**src/rtl/dcw_pkg.sv**
```systemverilog
package dcw_pkg;

    typedef enum logic [2:0] {
        PH_IDLE = 3'd0,
        PH_C1   = 3'd1,
        PH_PW   = 3'd2,
        PH_TW   = 3'd3,
        PH_C2   = 3'd4
    } phase_e;

endpackage

```
**src/rtl/dcw_sync.sv**
```systemverilog
// Multi-stage level synchronizer for the asynchronous wait pin.
module dcw_sync #(
    parameter int   STAGES  = 2,
    parameter logic RST_VAL = 1'b1
) (
    input  logic clk,
    input  logic rst,
    input  logic d_i,
    output logic q_o
);
    logic [STAGES-1:0] chain_d;
    logic [STAGES-1:0] chain_q;

    generate
        if (STAGES == 1) begin : g_one
            always_comb chain_d = d_i;
        end else begin : g_many
            always_comb chain_d = {chain_q[STAGES-2:0], d_i};
        end
    endgenerate

    always_ff @(posedge clk) begin
        if (rst) chain_q <= {STAGES{RST_VAL}};
        else     chain_q <= chain_d;
    end

    assign q_o = chain_q[STAGES-1];
endmodule

```
**src/rtl/dcw_cfg.sv**
```systemverilog
// Captures the wait configuration at acceptance and derives the effective
// programmed count and the pin-wait qualifier.
module dcw_cfg #(
    parameter int CNT_W = 3
) (
    input  logic             clk,
    input  logic             rst,
    input  logic             load_i,
    input  logic             en_i,
    input  logic [CNT_W-1:0] cnt_i,
    input  logic             glb_i,
    input  logic             port_i,
    output logic [CNT_W-1:0] eff_o,
    output logic             pin_o
);
    typedef struct packed {
        logic [CNT_W-1:0] eff;
        logic             pin;
    } cfg_t;

    cfg_t c_d;
    cfg_t c_q;

    always_comb begin
        c_d = c_q;
        if (load_i) begin
            c_d.pin = en_i & glb_i & port_i;
            if (!en_i)
                c_d.eff = '0;
            else if (c_d.pin && cnt_i == '0)
                c_d.eff = CNT_W'(1);
            else
                c_d.eff = cnt_i;
        end
    end

    always_ff @(posedge clk) begin
        if (rst) c_q <= '0;
        else     c_q <= c_d;
    end

    assign eff_o = c_q.eff;
    assign pin_o = c_q.pin;
endmodule

```
**src/rtl/dcw_fsm.sv**
```systemverilog
// Column phase state machine with registered strobe and done outputs.
module dcw_fsm
    import dcw_pkg::*;
#(
    parameter int CNT_W = 3
) (
    input  logic             clk,
    input  logic             rst,
    input  logic             start_i,
    input  logic             write_i,
    input  logic [CNT_W-1:0] eff_i,
    input  logic             pin_i,
    input  logic             wait_hi_i,
    output phase_e           phase_o,
    output logic             cas_o,
    output logic             done_o,
    output logic             accept_o
);
    typedef struct packed {
        phase_e           ph;
        logic [CNT_W-1:0] left;
        logic             wr;
        logic             cas;
        logic             done;
    } st_t;

    st_t s_d;
    st_t s_q;

    assign accept_o = (s_q.ph == PH_IDLE) && start_i;

    always_comb begin
        s_d = s_q;
        case (s_q.ph)
            PH_IDLE: begin
                if (start_i) begin
                    s_d.ph = PH_C1;
                    s_d.wr = write_i;
                end
            end
            PH_C1: begin
                if (eff_i == '0) begin
                    s_d.ph = PH_C2;
                end else begin
                    s_d.ph   = PH_PW;
                    s_d.left = eff_i - CNT_W'(1);
                end
            end
            PH_PW: begin
                if (s_q.left != '0)
                    s_d.left = s_q.left - CNT_W'(1);
                else if (pin_i && !wait_hi_i)
                    s_d.ph = PH_TW;
                else
                    s_d.ph = PH_C2;
            end
            PH_TW: begin
                if (wait_hi_i) s_d.ph = PH_C2;
            end
            PH_C2:   s_d.ph = PH_IDLE;
            default: s_d.ph = PH_IDLE;
        endcase
        s_d.cas  = (s_d.ph == PH_C2) ||
                   (!s_d.wr && (s_d.ph inside {PH_C1, PH_PW, PH_TW}));
        s_d.done = (s_d.ph == PH_C2);
    end

    always_ff @(posedge clk) begin
        if (rst) s_q <= '{ph: PH_IDLE, left: '0, wr: 1'b0, cas: 1'b0, done: 1'b0};
        else     s_q <= s_d;
    end

    assign phase_o = s_q.ph;
    assign cas_o   = s_q.cas;
    assign done_o  = s_q.done;
endmodule

```
**src/rtl/dcw_seq.sv**
```systemverilog
module dcw_seq #(
    parameter int CNT_W       = 3,
    parameter int SYNC_STAGES = 2
) (
    input  logic             clk,
    input  logic             rst,
    input  logic             start_i,
    input  logic             write_i,
    input  logic             wait_en_i,
    input  logic [CNT_W-1:0] wait_cnt_i,
    input  logic             pin_wait_en_i,
    input  logic             pin_port_en_i,
    input  logic             wait_n_i,
    output logic [2:0]       phase_o,
    output logic             cas_o,
    output logic             done_o
);
    import dcw_pkg::*;

    logic             accept;
    logic             wait_hi;
    logic [CNT_W-1:0] eff;
    logic             pin_act;
    phase_e           ph;

    dcw_sync #(.STAGES(SYNC_STAGES), .RST_VAL(1'b1)) u_sync (
        .clk (clk),
        .rst (rst),
        .d_i (wait_n_i),
        .q_o (wait_hi)
    );

    dcw_cfg #(.CNT_W(CNT_W)) u_cfg (
        .clk    (clk),
        .rst    (rst),
        .load_i (accept),
        .en_i   (wait_en_i),
        .cnt_i  (wait_cnt_i),
        .glb_i  (pin_wait_en_i),
        .port_i (pin_port_en_i),
        .eff_o  (eff),
        .pin_o  (pin_act)
    );

    dcw_fsm #(.CNT_W(CNT_W)) u_fsm (
        .clk       (clk),
        .rst       (rst),
        .start_i   (start_i),
        .write_i   (write_i),
        .eff_i     (eff),
        .pin_i     (pin_act),
        .wait_hi_i (wait_hi),
        .phase_o   (ph),
        .cas_o     (cas_o),
        .done_o    (done_o),
        .accept_o  (accept)
    );

    assign phase_o = ph;
endmodule

```
**config.mk**
```make
export PLATFORM = sky130hd
export DESIGN_NAME = dcw_seq
export DESIGN_NICKNAME = d
export VERILOG_FILES = /design/src/rtl/dcw_pkg.sv /design/src/rtl/dcw_sync.sv /design/src/rtl/dcw_cfg.sv /design/src/rtl/dcw_fsm.sv /design/src/rtl/dcw_seq.sv
export SDC_FILE = /design/constraint.sdc
export NUM_CORES = 1
export LEC_CHECK = 0
export BUFFER_PORTS_ARGS = -buffer_cell sky130_fd_sc_hd__buf_2
export CAP_MARGIN = 5
export CORE_UTILIZATION = 30
export CTS_CLUSTER_DIAMETER = 30
export CTS_CLUSTER_SIZE = 14
export DETAILED_ROUTE_END_ITERATION = 10
export GPL_ROUTABILITY_DRIVEN = 1
export PLACE_DENSITY_LB_ADDON = 0.3
export REMOVE_ABC_BUFFERS = 1
export SLEW_MARGIN = 5
export SYNTH_ARGS = -nofsm -noshare
export SYNTH_HDL_FRONTEND = slang
export SYNTH_HIERARCHICAL = 1
export SYNTH_SLANG_ARGS = --single-unit
```
**constraint.sdc**
```tcl
create_clock -name clk -period 1.8 [get_ports clk]
set_input_delay 0.09 -clock clk [delete_from_list [all_inputs] [get_ports clk]]
set_output_delay 0.09 -clock clk [all_outputs]
set_load 0.02 [all_outputs]
```
# == After elaboration in Yosys (flattened, before gate mapping) ==
# Cells that the tools add are included.
# totals
ff_bits,15
out_inout_bits,5
# classes
add_sub_neg,2
n_eq_ne,9
n_mux,13
bitwise_logic,2
n_reduce_logical,14
# op_table
operator,n
two-way mux 3 bit,9
"equality test 3 x 2 -> 1 bit, second input constant",4
one-hot mux 3 bit (4 select lines),1
zero test 3 bit,3
"equality test 3 x 1 -> 1 bit, second input constant",2
one-hot mux 3 bit (2 select lines),1
nonzero test 3 bit,2
"subtractor 3 x 1 -> 3 bit, second input constant",2
logical AND 1 bit,4
"equality test 3 bit, second input constant",1
AND reduction 3 bit,1
AND 1 bit,2
zero test 1 bit,2
two-way mux 1 bit,2
"inequality test 2 x 1 -> 1 bit, second input constant",1
"inequality test 2 bit, second input constant",1
nonzero test 2 bit,1
logical OR 1 bit,1

# == Logic depth before layout (Yosys ltp) ==
# Gate-level depths: netlist (run 1).
# logic_depth
word_depth,9
mapped_depth,9

# == Modules after synthesis ==
# The synthesis (run 1) kept the hierarchy.
# modules_own_cells
module,n_inst,cells_each,area_each_um2,seq_area_each_um2
dcw_fsm,1,65,561.8,180.2
dcw_cfg,1,19,170.2,80.1
dcw_sync,1,4,52.6,40.0

# == Worst setup path before layout (run 1) ==
# Ideal clock, no wire load.
# synth_path
path_type,register to register
startpoint,register u_fsm.s_q (netlist bit u_fsm/phase_o[0])
endpoint,register u_fsm.s_q (netlist bit u_fsm/cas_o)
setup_ns,0.103
t_arrival_ns,1.667
path_slack_ns,0.029
stages_incl_launch_ff,6
synth_period_minus_slack_ns,1.771
path_cell_list,dfxtp_1 > buf_2 > or3b_1 > nor2_1 > mux2_2 > a2111oi_2
# synth_via
elab_chain_cells,6
word_cells_on_any_way,17
# synth_lines
element,line,text
"start, declared",dcw_fsm.sv:28,st_t s_q;
"start signal, assigned",dcw_fsm.sv:69,"if (rst) s_q <= '{ph: PH_IDLE, left: '0, wr: 1'b0, cas: 1'b0, done: 1'b0};"
equality test 3 x 2 -> 1 bit (tied with other cells),dcw_fsm.sv:34,case (s_q.ph)
one-hot mux 3 bit (4 select lines),dcw_fsm.sv:34,
equality test 3 x 1 -> 1 bit / equality test 3 x 2 -> 1 bit (equally long branches),dcw_fsm.sv:64,"(!s_d.wr && (s_d.ph inside {PH_C1, PH_PW, PH_TW}));"
nonzero test 3 bit,dcw_fsm.sv:64,
logical AND 1 bit,dcw_fsm.sv:64,
logical OR 1 bit (*),dcw_fsm.sv:63,s_d.cas = (s_d.ph == PH_C2) ||
# Every way passes the cells marked *; elsewhere a longest branch is shown, timed or not.
# A chain may end at the register's enable or synchronous reset.

# == Final worst setup path (run 1) ==
# layout_path
startpoint,register u_fsm.s_q (netlist bit u_fsm/phase_o[1])
endpoint,register u_fsm/s_q[5] in the netlist's numbering
# layout_via
elab_chain_cells,3
word_cells_on_any_way,7
# layout_lines
element,line
equality test 3 x 2 -> 1 bit / equality test 3 x 1 -> 1 bit (equally long branches),dcw_fsm.sv:34
inequality test 2 x 1 -> 1 bit (no source line) (tied with other cells),n/a
AND reduction 3 bit (no source line),n/a
# Several ways; a longest one is shown, not always the timed one.

==> impl_metrics.tcl, run 1 <==
set metrics [dict create \
    clock_skew_ns 0.001601 \
    nFillCells 260 \
    clk_latency_ns 0.28 \
    use_met2 0.2173 \
    pre_cts_ws_ns 0.06780 \
    synth_simple_gate_area_frac 0.2552 \
    multi_input_area_um2 425.4 \
    cp.arrival_ns 1.99 \
    synth_top_family_by_area "simple AND/OR/NAND/NOR gates" \
    cp_max_fo 5 \
    totalWireLength_mm 1.645 \
    cellLeakagePower_nw 0.3890 \
    ant_nets 0 \
    min_period_ns 1.774 \
    ys_async_sr_fraction 0 \
    cts_buffer_depth 2 \
    synth_compound_area_frac 0.1738 \
    globalRoute.busiestLayer "met2" \
    cts_root_buffer "clkbuf_4" \
    cts-buffers-inserted 3 \
    p_per_area_nw_per_um2 764.3 \
    nets 120 \
    ioPinCount 16 \
    worstPathCellList "or3b_4 > mux2i_1 > ha_2 > nand2b_1 > a21oi_1 > o21ai_0 > a31oi_1" \
    dr.pass1.iters 4 \
    ys.flop_type "dfxtp_1" \
    seq_area_um2 300.3 \
    vias_per_cell 4.949 \
    syn_avg_cell_area_um2 8.915 \
    cp_slowest_stage_delay_ns 0.42 \
    die_h_um 53.14 \
    grt_pass1_vias 635 \
    critPathKind "register to register" \
    dp_hpwl_mm 1.185 \
    routabilityCongestion 0.8534 \
    htreeDepth 1 \
    cts_tree "built" \
    yosys_warnings 6 \
    postPlaceCellArea_um2 877.1 \
    syn_to_final_growth_pct 20.73 \
    dieArea_um2 2823 \
    clkTransAtPathRegs_ns 0.09 \
    synth_edf_count 0 \
    cp-start-kind "register" \
    synth-xor-area-share 0 \
    drtIter0Drc 13 \
    period_share 0.9856 \
    grt.total_usage 0.1344 \
    die_x_um 53.14 \
    hold_viol 0 \
    drc_errors 0 \
    rows 18 \
    slew_violations 0 \
    grt_antenna_before_repair 0 \
    grt_max_degree 16 \
    worst-slew-pin-transition_ns 0.4408 \
    grt_pass1_wl_mm 2.656 \
    initial_core_util 0.3167 \
    synth_seq_cells 15 \
    synth_area_um2 784.5 \
    diodes 0 \
    cp_slowest_cell "or3b_4" \
    grt_overflow 0 \
    grtUsageMet3 0.03736 \
    core_area_um2 2477 \
    route.vias.total 678 \
    power.total_w 0.0007239 \
    setup.worst_path.end_class "register" \
    drive_gt1_frac 0.3271 \
    fin_area_um2 947.2 \
    ir_drop_v 0.0004988 \
    worstHoldPathType "input port to register" \
    synthMuxAreaShare 0.06539 \
    drv_cap 0 \
    synth.yosys.seq_area_share 0.3828 \
    numClockSinks 15 \
    synth_adder_area_share 0.01595 \
    syn-instance-count 88 \
    ys_types 29 \
    worst_slack_ns 0.02601 \
    setup_viol 0 \
    met1_usage 0.1529 \
    fmax_mhz 563.7 \
    slew-limit-headroom 0.7055 \
    avgRoutedWirePerCell_um 12.01 \
    critical_path_required_ns 2.02 \
    outcome "finished clean" \
    io_buffers 15 \
]
cells in the mapped netlist, types with 4 or more instances:
cell type	number	share of area
dfxtp_1	15	0.38
a21oi_1	8	0.051
nor2_1	8	0.038
nand2b_1	6	0.048
buf_4	4	0.038
mux2i_1	4	0.051
nor2b_1	4	0.032
nor3b_1	4	0.038
o21ai_0	4	0.026
routing by layer:
| layer | vias up | share of wire |
|---|---|---|
| met5 | - | 0 |
| met1 | 312 | 0.45 |
| met4 | 0 | 0.012 |
| li1 | 344 | - |
| met2 | 20 | 0.48 |
| met3 | 2 | 0.060 |
layout by cell type (no fill, tap or decap), drive strengths merged, types with 2 or more instances in the layout:
cell type   n
buf        23
dfxtp      15
a21oi       8
nor2        8
nand2b      6
mux2i       4
nor2b       4
o21ai       4
nor3b       4
clkbuf      3
nand3       3
a31oi       3
inv         3
nor3        2
or2         2
or3b        2
critical path: cells and delay by family (launching register included):
| family | cells | cell delay [ns] |
|---|---|---|
| and+or+nand+nor | 2 | 0.49 |
| adders and majority gates | 1 | 0.27 |
| AOI/OAI and AO/OA | 3 | 0.33 |
| muxes | 1 | 0.23 |
| DFF | 1 | 0.39 |
sequential cells by signal, summed over array words and instances (netlist names):
name / flops
u_cfg/eff_o: 3
u_fsm/s_q: 4
u_fsm/cas_o: 1
u_fsm/phase_o: 3
u_fsm/done_o: 1
u_cfg/pin_o: 1
u_sync/chain_q: 2
timing repair:
item / 4_1_cts / 5_1_grt
setup endpoints to repair: 0 / 2
hold buffers: 1 / 0
setup buffers: 0 / 1
hold endpoints to repair: 1 / 0
gates resized for setup: 0 / 5
worst paths after layout:
| path | slack [ns] | depth (start not counted) | end | from |
|---|---|---|---|---|
| max | 0.03 | 7 | u_fsm/s_q[5]$_SDFFE_PP0P_ | u_fsm/phase_o[1]$_SDFF_PP0_ |
| min | 0.08 | 3 | u_cfg/eff_o[2]$_SDFFE_PP0P_ | wait_cnt_i[2] |
| max reg2reg | 0.03 | 7 | u_fsm/s_q[5]$_SDFFE_PP0P_ | u_fsm/phase_o[1]$_SDFF_PP0_ |
| min reg2reg | 0.43 | 1 | u_sync/chain_q[1]$_SDFF_PP1_ | u_sync/chain_q[0]$_SDFF_PP1_ |
cells by family (layout without fill, tap and decap cells):
kind of cell	Yosys count	in the layout
and+or+nand+nor	35	35
buffers and inverters	12	31
DFF	15	15
adders and majority gates	1	1
muxes	5	5
AOI/OAI and AO/OA	20	20
through the flow:
stage          hold WS [ns]  std cells  utilization  setup TNS [ns]
2_1_floorplan        0.1591         79            -         -0.2860
3_3_place_gp         0.2726        131       0.3540               0
3_5_place_dp         0.2805        131       0.3540               0
4_1_cts             0.06535        136       0.3692               0
5_1_grt             0.06698        137       0.3823        -0.02861
6_report            0.07953        137       0.3823               0
power by group:
part           total, W  internal [W]  switching (W)  leakage [nW]
Clock          0.000191     0.0000826       0.000108        0.0177
Sequential     0.000367      0.000352      0.0000149         0.123
Combinational  0.000166     0.0000806      0.0000852         0.249
final cells by class:
class / instances / share of cell area
repair buffers: 24 / 0.1532
clock inverters: 1 / 0.005284
clock buffers: 3 / 0.02378
well taps: 30 / 0.03963
flip-flops and latches: 15 / 0.3170
inverters: 3 / 0.01189
multi-input cells: 61 / 0.4491
(Power assumes the default switching activity.)
==> run 2, diff against run 1 <==
--- a/config.mk
+++ b/config.mk
@@ -12,6 +12,8 @@
 export CTS_CLUSTER_SIZE = 14
 export DETAILED_ROUTE_END_ITERATION = 10
 export GPL_ROUTABILITY_DRIVEN = 1
+export GPL_TIMING_DRIVEN = 0
+export HOLD_SLACK_MARGIN = 0.06
 export PLACE_DENSITY_LB_ADDON = 0.3
 export REMOVE_ABC_BUFFERS = 1
 export SLEW_MARGIN = 5
==> run 2 against run 1 <==
Power decreased by 0.32%. Via count up 1.6%. Setup slack improved by 0.0094 ns. Sequential share of layout area increased by 0.55 points. Worst hold slack better by 0.0087 ns. Register-to-register slack barely moved. Non-clock buffer count increased by 2. Largest power group unchanged. Highest routed layer unchanged.
==> impl_metrics.tcl, run 2 (synthesis gave the netlist of run 1 again) <==
set metrics [dict create \
    outcome "finished clean" \
    drtIter0Drc 14 \
    fin_setup_tns_ns 0 \
    setup.worst_path.end_class "register" \
    die_h_um 53.14 \
    clkTransAtPathRegs_ns 0.10 \
    cts_buffer_depth 2 \
    rows 18 \
    route.vias.total 689 \
    cp_slowest_cell "or3b_4" \
    htreeDepth 1 \
    cp.depth 7 \
    numClockSinks 15 \
    final_common_cell "buf_2" \
    worstPathCellList "or3b_4 > mux2i_2 > ha_2 > nand2b_1 > a21oi_2 > o21ai_1 > a31oi_1" \
    cts_root_buffer "clkbuf_4" \
    cp_slowest_stage_delay_ns 0.43 \
    worst_slack_ns 0.03538 \
    r2r_cells 7 \
    clk_latency_ns 0.29 \
    grt_pass1_wl_mm 2.415 \
    nets 122 \
    critPathKind "register to register" \
    worstHoldPathType "input port to register" \
    clock_skew_ns 0.009946 \
    cellLeakagePower_nw 0.3927 \
    die_x_um 53.14 \
    dieArea_um2 2823 \
    syn_to_final_growth_pct 23.13 \
    layout_common_cells "15 x buf_2, 12 x dfxtp_1, 8 x buf_4, 7 x a21oi_1, 7 x nor2_1" \
    slew_violations 0 \
    totalWireLength_mm 1.631 \
    largest_reg_flops 4 \
    setup_viol 0 \
    avgRoutedWirePerCell_um 11.73 \
    initial_core_util 0.3167 \
    io_buffers 15 \
    min_period_ns 1.765 \
    rsz0062_at_grt "true" \
    fmax_mhz 566.7 \
    slew-limit-headroom 0.6904 \
    period_share 0.9803 \
    grt_overflow 0 \
    hold_depth 3 \
    grt_pass1_vias 603 \
    cp.arrival_ns 1.98 \
    hold_viol 0 \
    worst-slew-pin-transition_ns 0.4635 \
    grt_antenna_before_repair 0 \
    grt.total_usage 0.1220 \
    pre_cts_ws_ns -0.3160 \
    core_area_um2 2477 \
    critical_path_required_ns 2.01 \
    regMostFlops "u_fsm/s_q" \
    cp-start-kind "register" \
    worst-path-buf-inv 0 \
    cp_max_fo 8 \
    p_per_area_nw_per_um2 747.0 \
    routabilityCongestion 0.8073 \
    ant_nets 0 \
    vias_per_cell 4.957 \
    ir_drop_v 0.0004369 \
    dp_hpwl_mm 1.080 \
    drive_gt1_frac 0.3853 \
    grt_max_degree 16 \
    cts_tree "built" \
    diodes 0 \
    power.total_w 0.0007216 \
    cts-buffers-inserted 3 \
    cp_top_family "simple AND/OR/NAND/NOR gates" \
    ioPinCount 16 \
    drc_errors 0 \
    dr.pass1.iters 4 \
    drv_cap 0 \
]
[run 2: stage by stage]
| step | util | cells | area (µm²) | hold WS [ns] |
|---|---|---|---|---|
| final | 0.3899 | 139 | 965.9 | 0.08819 |
| after global routing | 0.3899 | 139 | 965.9 | 0.08301 |
| after CTS | 0.3641 | 131 | 902.1 | 0.07248 |
| after detailed placement | 0.3328 | 124 | 824.5 | 0.2788 |
| after global placement | 0.3328 | 124 | 824.5 | 0.2728 |
| after floorplan | - | 79 | 711.9 | 0.1591 |
[run 2: worst paths after layout]
check	from	end	slack (ns)
max	u_fsm/phase_o[2]$_SDFF_PP0_	u_fsm/s_q[5]$_SDFFE_PP0P_	0.04
min	wait_cnt_i[1]	u_cfg/eff_o[1]$_SDFFE_PP0P_	0.09
max reg2reg	u_fsm/phase_o[2]$_SDFF_PP0_	u_fsm/s_q[5]$_SDFFE_PP0P_	0.04
min reg2reg	u_sync/chain_q[0]$_SDFF_PP1_	u_sync/chain_q[1]$_SDFF_PP1_	0.42
[run 2: per-layer routing]
layer  share of wire  GRT usage  vias up
met5               0          0        -
met4           0.012    0.07895        0
met3           0.040    0.01724        2
met2            0.50     0.2110       18
met1            0.45     0.1379      316
li1                -          -      353
[run 2: worst register-to-register path: stages (launching register included)]
cell,delay (ns)
dfxtp_4,0.38
or3b_4,0.43
mux2i_2,0.22
ha_2,0.24
nand2b_1,0.07
a21oi_2,0.11
o21ai_1,0.07
a31oi_1,0.15
[run 2: timing repair]
| action | CTS | global route |
|---|---|---|
| pin swaps | 2 | 2 |
| hold buffers | 1 | 0 |
| resized for setup | 10 | 4 |
| endpoints found under the hold margin | 1 | 0 |
| setup buffers | 2 | 8 |
| setup endpoints to repair | 4 | 3 |
[run 2: report_power, final]
group / leakage (nW) / switching, W / internal, W
combinational: 0.250 / 0.0000795 / 0.0000781
clock: 0.0177 / 0.000112 / 0.0000825
sequential: 0.125 / 0.0000189 / 0.000351
total: 0.393 / 0.000210 / 0.000511
[run 2: area by class of cell]
| class | instances | area (µm²) |
|---|---|---|
| flip-flops and latches | 15 | 311.5 |
| clock buffers | 3 | 22.52 |
| multi-input cells | 61 | 422.9 |
| clock inverters | 1 | 5.005 |
| inverters | 3 | 11.26 |
| repair buffers | 26 | 155.1 |
| fillers | 264 | 1511 |
| well taps | 30 | 37.54 |
==> run 3, diff against run 2 <==
==> constraint.sdc (replaced) <==
create_clock -name clk -period 2.3 [get_ports clk]
set_input_delay 0.115 -clock clk [delete_from_list [all_inputs] [get_ports clk]]
set_output_delay 0.115 -clock clk [all_outputs]
set_load 0.02 [all_outputs]
==> run 3 against run 2 <==
Register-to-register slack better by 0.19 ns. Maximum frequency is 15% lower. Core utilization is 4.1 points lower. Setup slack gained 0.19 ns. Design area down 10%. Global-route usage decreased by 0.60 points.
==> impl_metrics.tcl, run 3 (synthesis gave the netlist of run 1 again) <==
set metrics [dict create \
    outcome "finished clean" \
    drive_gt1_frac 0.2424 \
    drc_errors 0 \
    nets 112 \
    place_inst 124 \
    regMostFlops "u_fsm/s_q" \
    routabilityCongestion 0.8073 \
    ioPinCount 16 \
    clock_skew_ns 0.007324 \
    htreeDepth 1 \
    cts-buffers-inserted 3 \
    fin_setup_tns_ns 0 \
    min_period_ns 2.071 \
    die_h_um 53.14 \
    cts_root_buffer "clkbuf_4" \
    numClockSinks 15 \
    avgRoutedWirePerCell_um 11.29 \
    period_share 0.9004 \
    initial_core_util 0.3167 \
    totalWireLength_mm 1.456 \
    syn_to_final_growth_pct 10.21 \
    postPlaceCellArea_um2 824.5 \
    setup.worst_path.end_class "register" \
    grt_pass1_vias 580 \
    largest_reg_flops 4 \
    clk_latency_ns 0.28 \
    setup_viol 0 \
    ant_nets 0 \
    hold_viol 0 \
    vias_per_cell 4.961 \
    worst-slew-pin-transition_ns 0.4298 \
    rows 18 \
    critPathKind "register to register" \
    cp.arrival_ns 2.28 \
    cp-start-kind "register" \
    cellLeakagePower_nw 0.3467 \
    stdcell_count 129 \
    drtIter0Drc 12 \
    grt_antenna_before_repair 0 \
    grt_overflow 0 \
    grt_pass1_wl_mm 2.304 \
    rsz0062_at_grt "false" \
    slew_violations 0 \
    route.vias.total 640 \
    drv_cap 0 \
    clkTransAtPathRegs_ns 0.10 \
    dp_hpwl_mm 1.080 \
    grt.total_usage 0.1160 \
    cp_max_fo 11 \
    holdWs_ns 0.1147 \
    worstHoldPathType "input port to register" \
    cts_tree "built" \
    layout_common_cells "15 x buf_2, 15 x dfxtp_1, 8 x a21oi_1, 7 x nor2_1, 6 x nand2b_1" \
    core_area_um2 2477 \
    io_buffers 15 \
    critical_path_required_ns 2.51 \
    ir_drop_v 0.0003339 \
    fin_area_um2 864.6 \
    grt_max_degree 16 \
    slew-limit-headroom 0.7113 \
    diodes 0 \
    dr.pass1.iters 4 \
    die_x_um 53.14 \
    dieArea_um2 2823 \
    cts_buffer_depth 2 \
    nFillCells 271 \
    p_per_area_nw_per_um2 628.7 \
    fmax_mhz 482.9 \
]
[run 3: changes by cell type in the layout (fill, tap and decap cells not counted), sizes merged]
cell    change
clkbuf      -2
buf         -8
[run 3: metal layers]
layer	vias up	GRT usage	share of wire
li1	329	-	-
met1	295	0.1310	0.46
met2	14	0.1983	0.50
met3	2	0.01724	0.026
met4	0	0.07895	0.013
met5	-	0	0
[run 3: repair_timing]
action                                  4_1_cts  5_1_grt
hold buffers                                  1        0
hold endpoints to repair                      1        0
resized for setup                             0        1
endpoints found under the setup margin        0        1
setup buffers                                 0        0
[run 3: layout make-up]
class | count | area (µm²) | area share
Inverter | 3 | 11.26 | 0.01302
Timing Repair Buffer | 16 | 85.08 | 0.09841
Tap cell | 30 | 37.54 | 0.04342
Clock inverter | 1 | 5.005 | 0.005789
Sequential cell | 15 | 300.3 | 0.3473
Multi-Input combinational cell | 61 | 402.9 | 0.4660
Clock buffer | 3 | 22.52 | 0.02605
[run 3: critical path: stages (launching register included)]
cell and delay (ns):
dfxtp_1 0.52, or3b_1 0.52, mux2i_1 0.24, ha_1 0.26, nand2b_1 0.07, a21oi_1 0.14
o21ai_0 0.11, a31oi_1 0.14
[run 3: metrics by stage]
stage	setup slack [ns]	utilization	total power, W
2_1_floorplan	0.2985	-	0.0003634
3_3_place_gp	0.2138	0.3328	0.0003920
3_5_place_dp	0.1840	0.3328	0.0003966
4_1_cts	0.1560	0.3480	0.0005544
5_1_grt	0.1607	0.3490	0.0005819
6_report	0.2290	0.3490	0.0005436
[run 3: path summary, 6_finish.rpt]
check	start	end	slack (ns)	depth (start not counted)
min reg2reg	u_sync/chain_q[0]$_SDFF_PP1_	u_sync/chain_q[1]$_SDFF_PP1_	0.42	1
max reg2reg	u_fsm/phase_o[1]$_SDFF_PP0_	u_fsm/s_q[5]$_SDFFE_PP0P_	0.23	7
min	wait_cnt_i[1]	u_cfg/eff_o[1]$_SDFFE_PP0P_	0.11	3
max	u_fsm/phase_o[1]$_SDFF_PP0_	u_fsm/s_q[5]$_SDFFE_PP0P_	0.23	7
[run 3: where the power goes]
group          switching [W]  leakage [nW]  internal (W)  total, W
Clock              0.0000859        0.0177     0.0000645  0.000150
Sequential         0.0000165         0.123      0.000276  0.000292
Combinational      0.0000544         0.206     0.0000465  0.000101
Total               0.000157         0.347      0.000387  0.000544
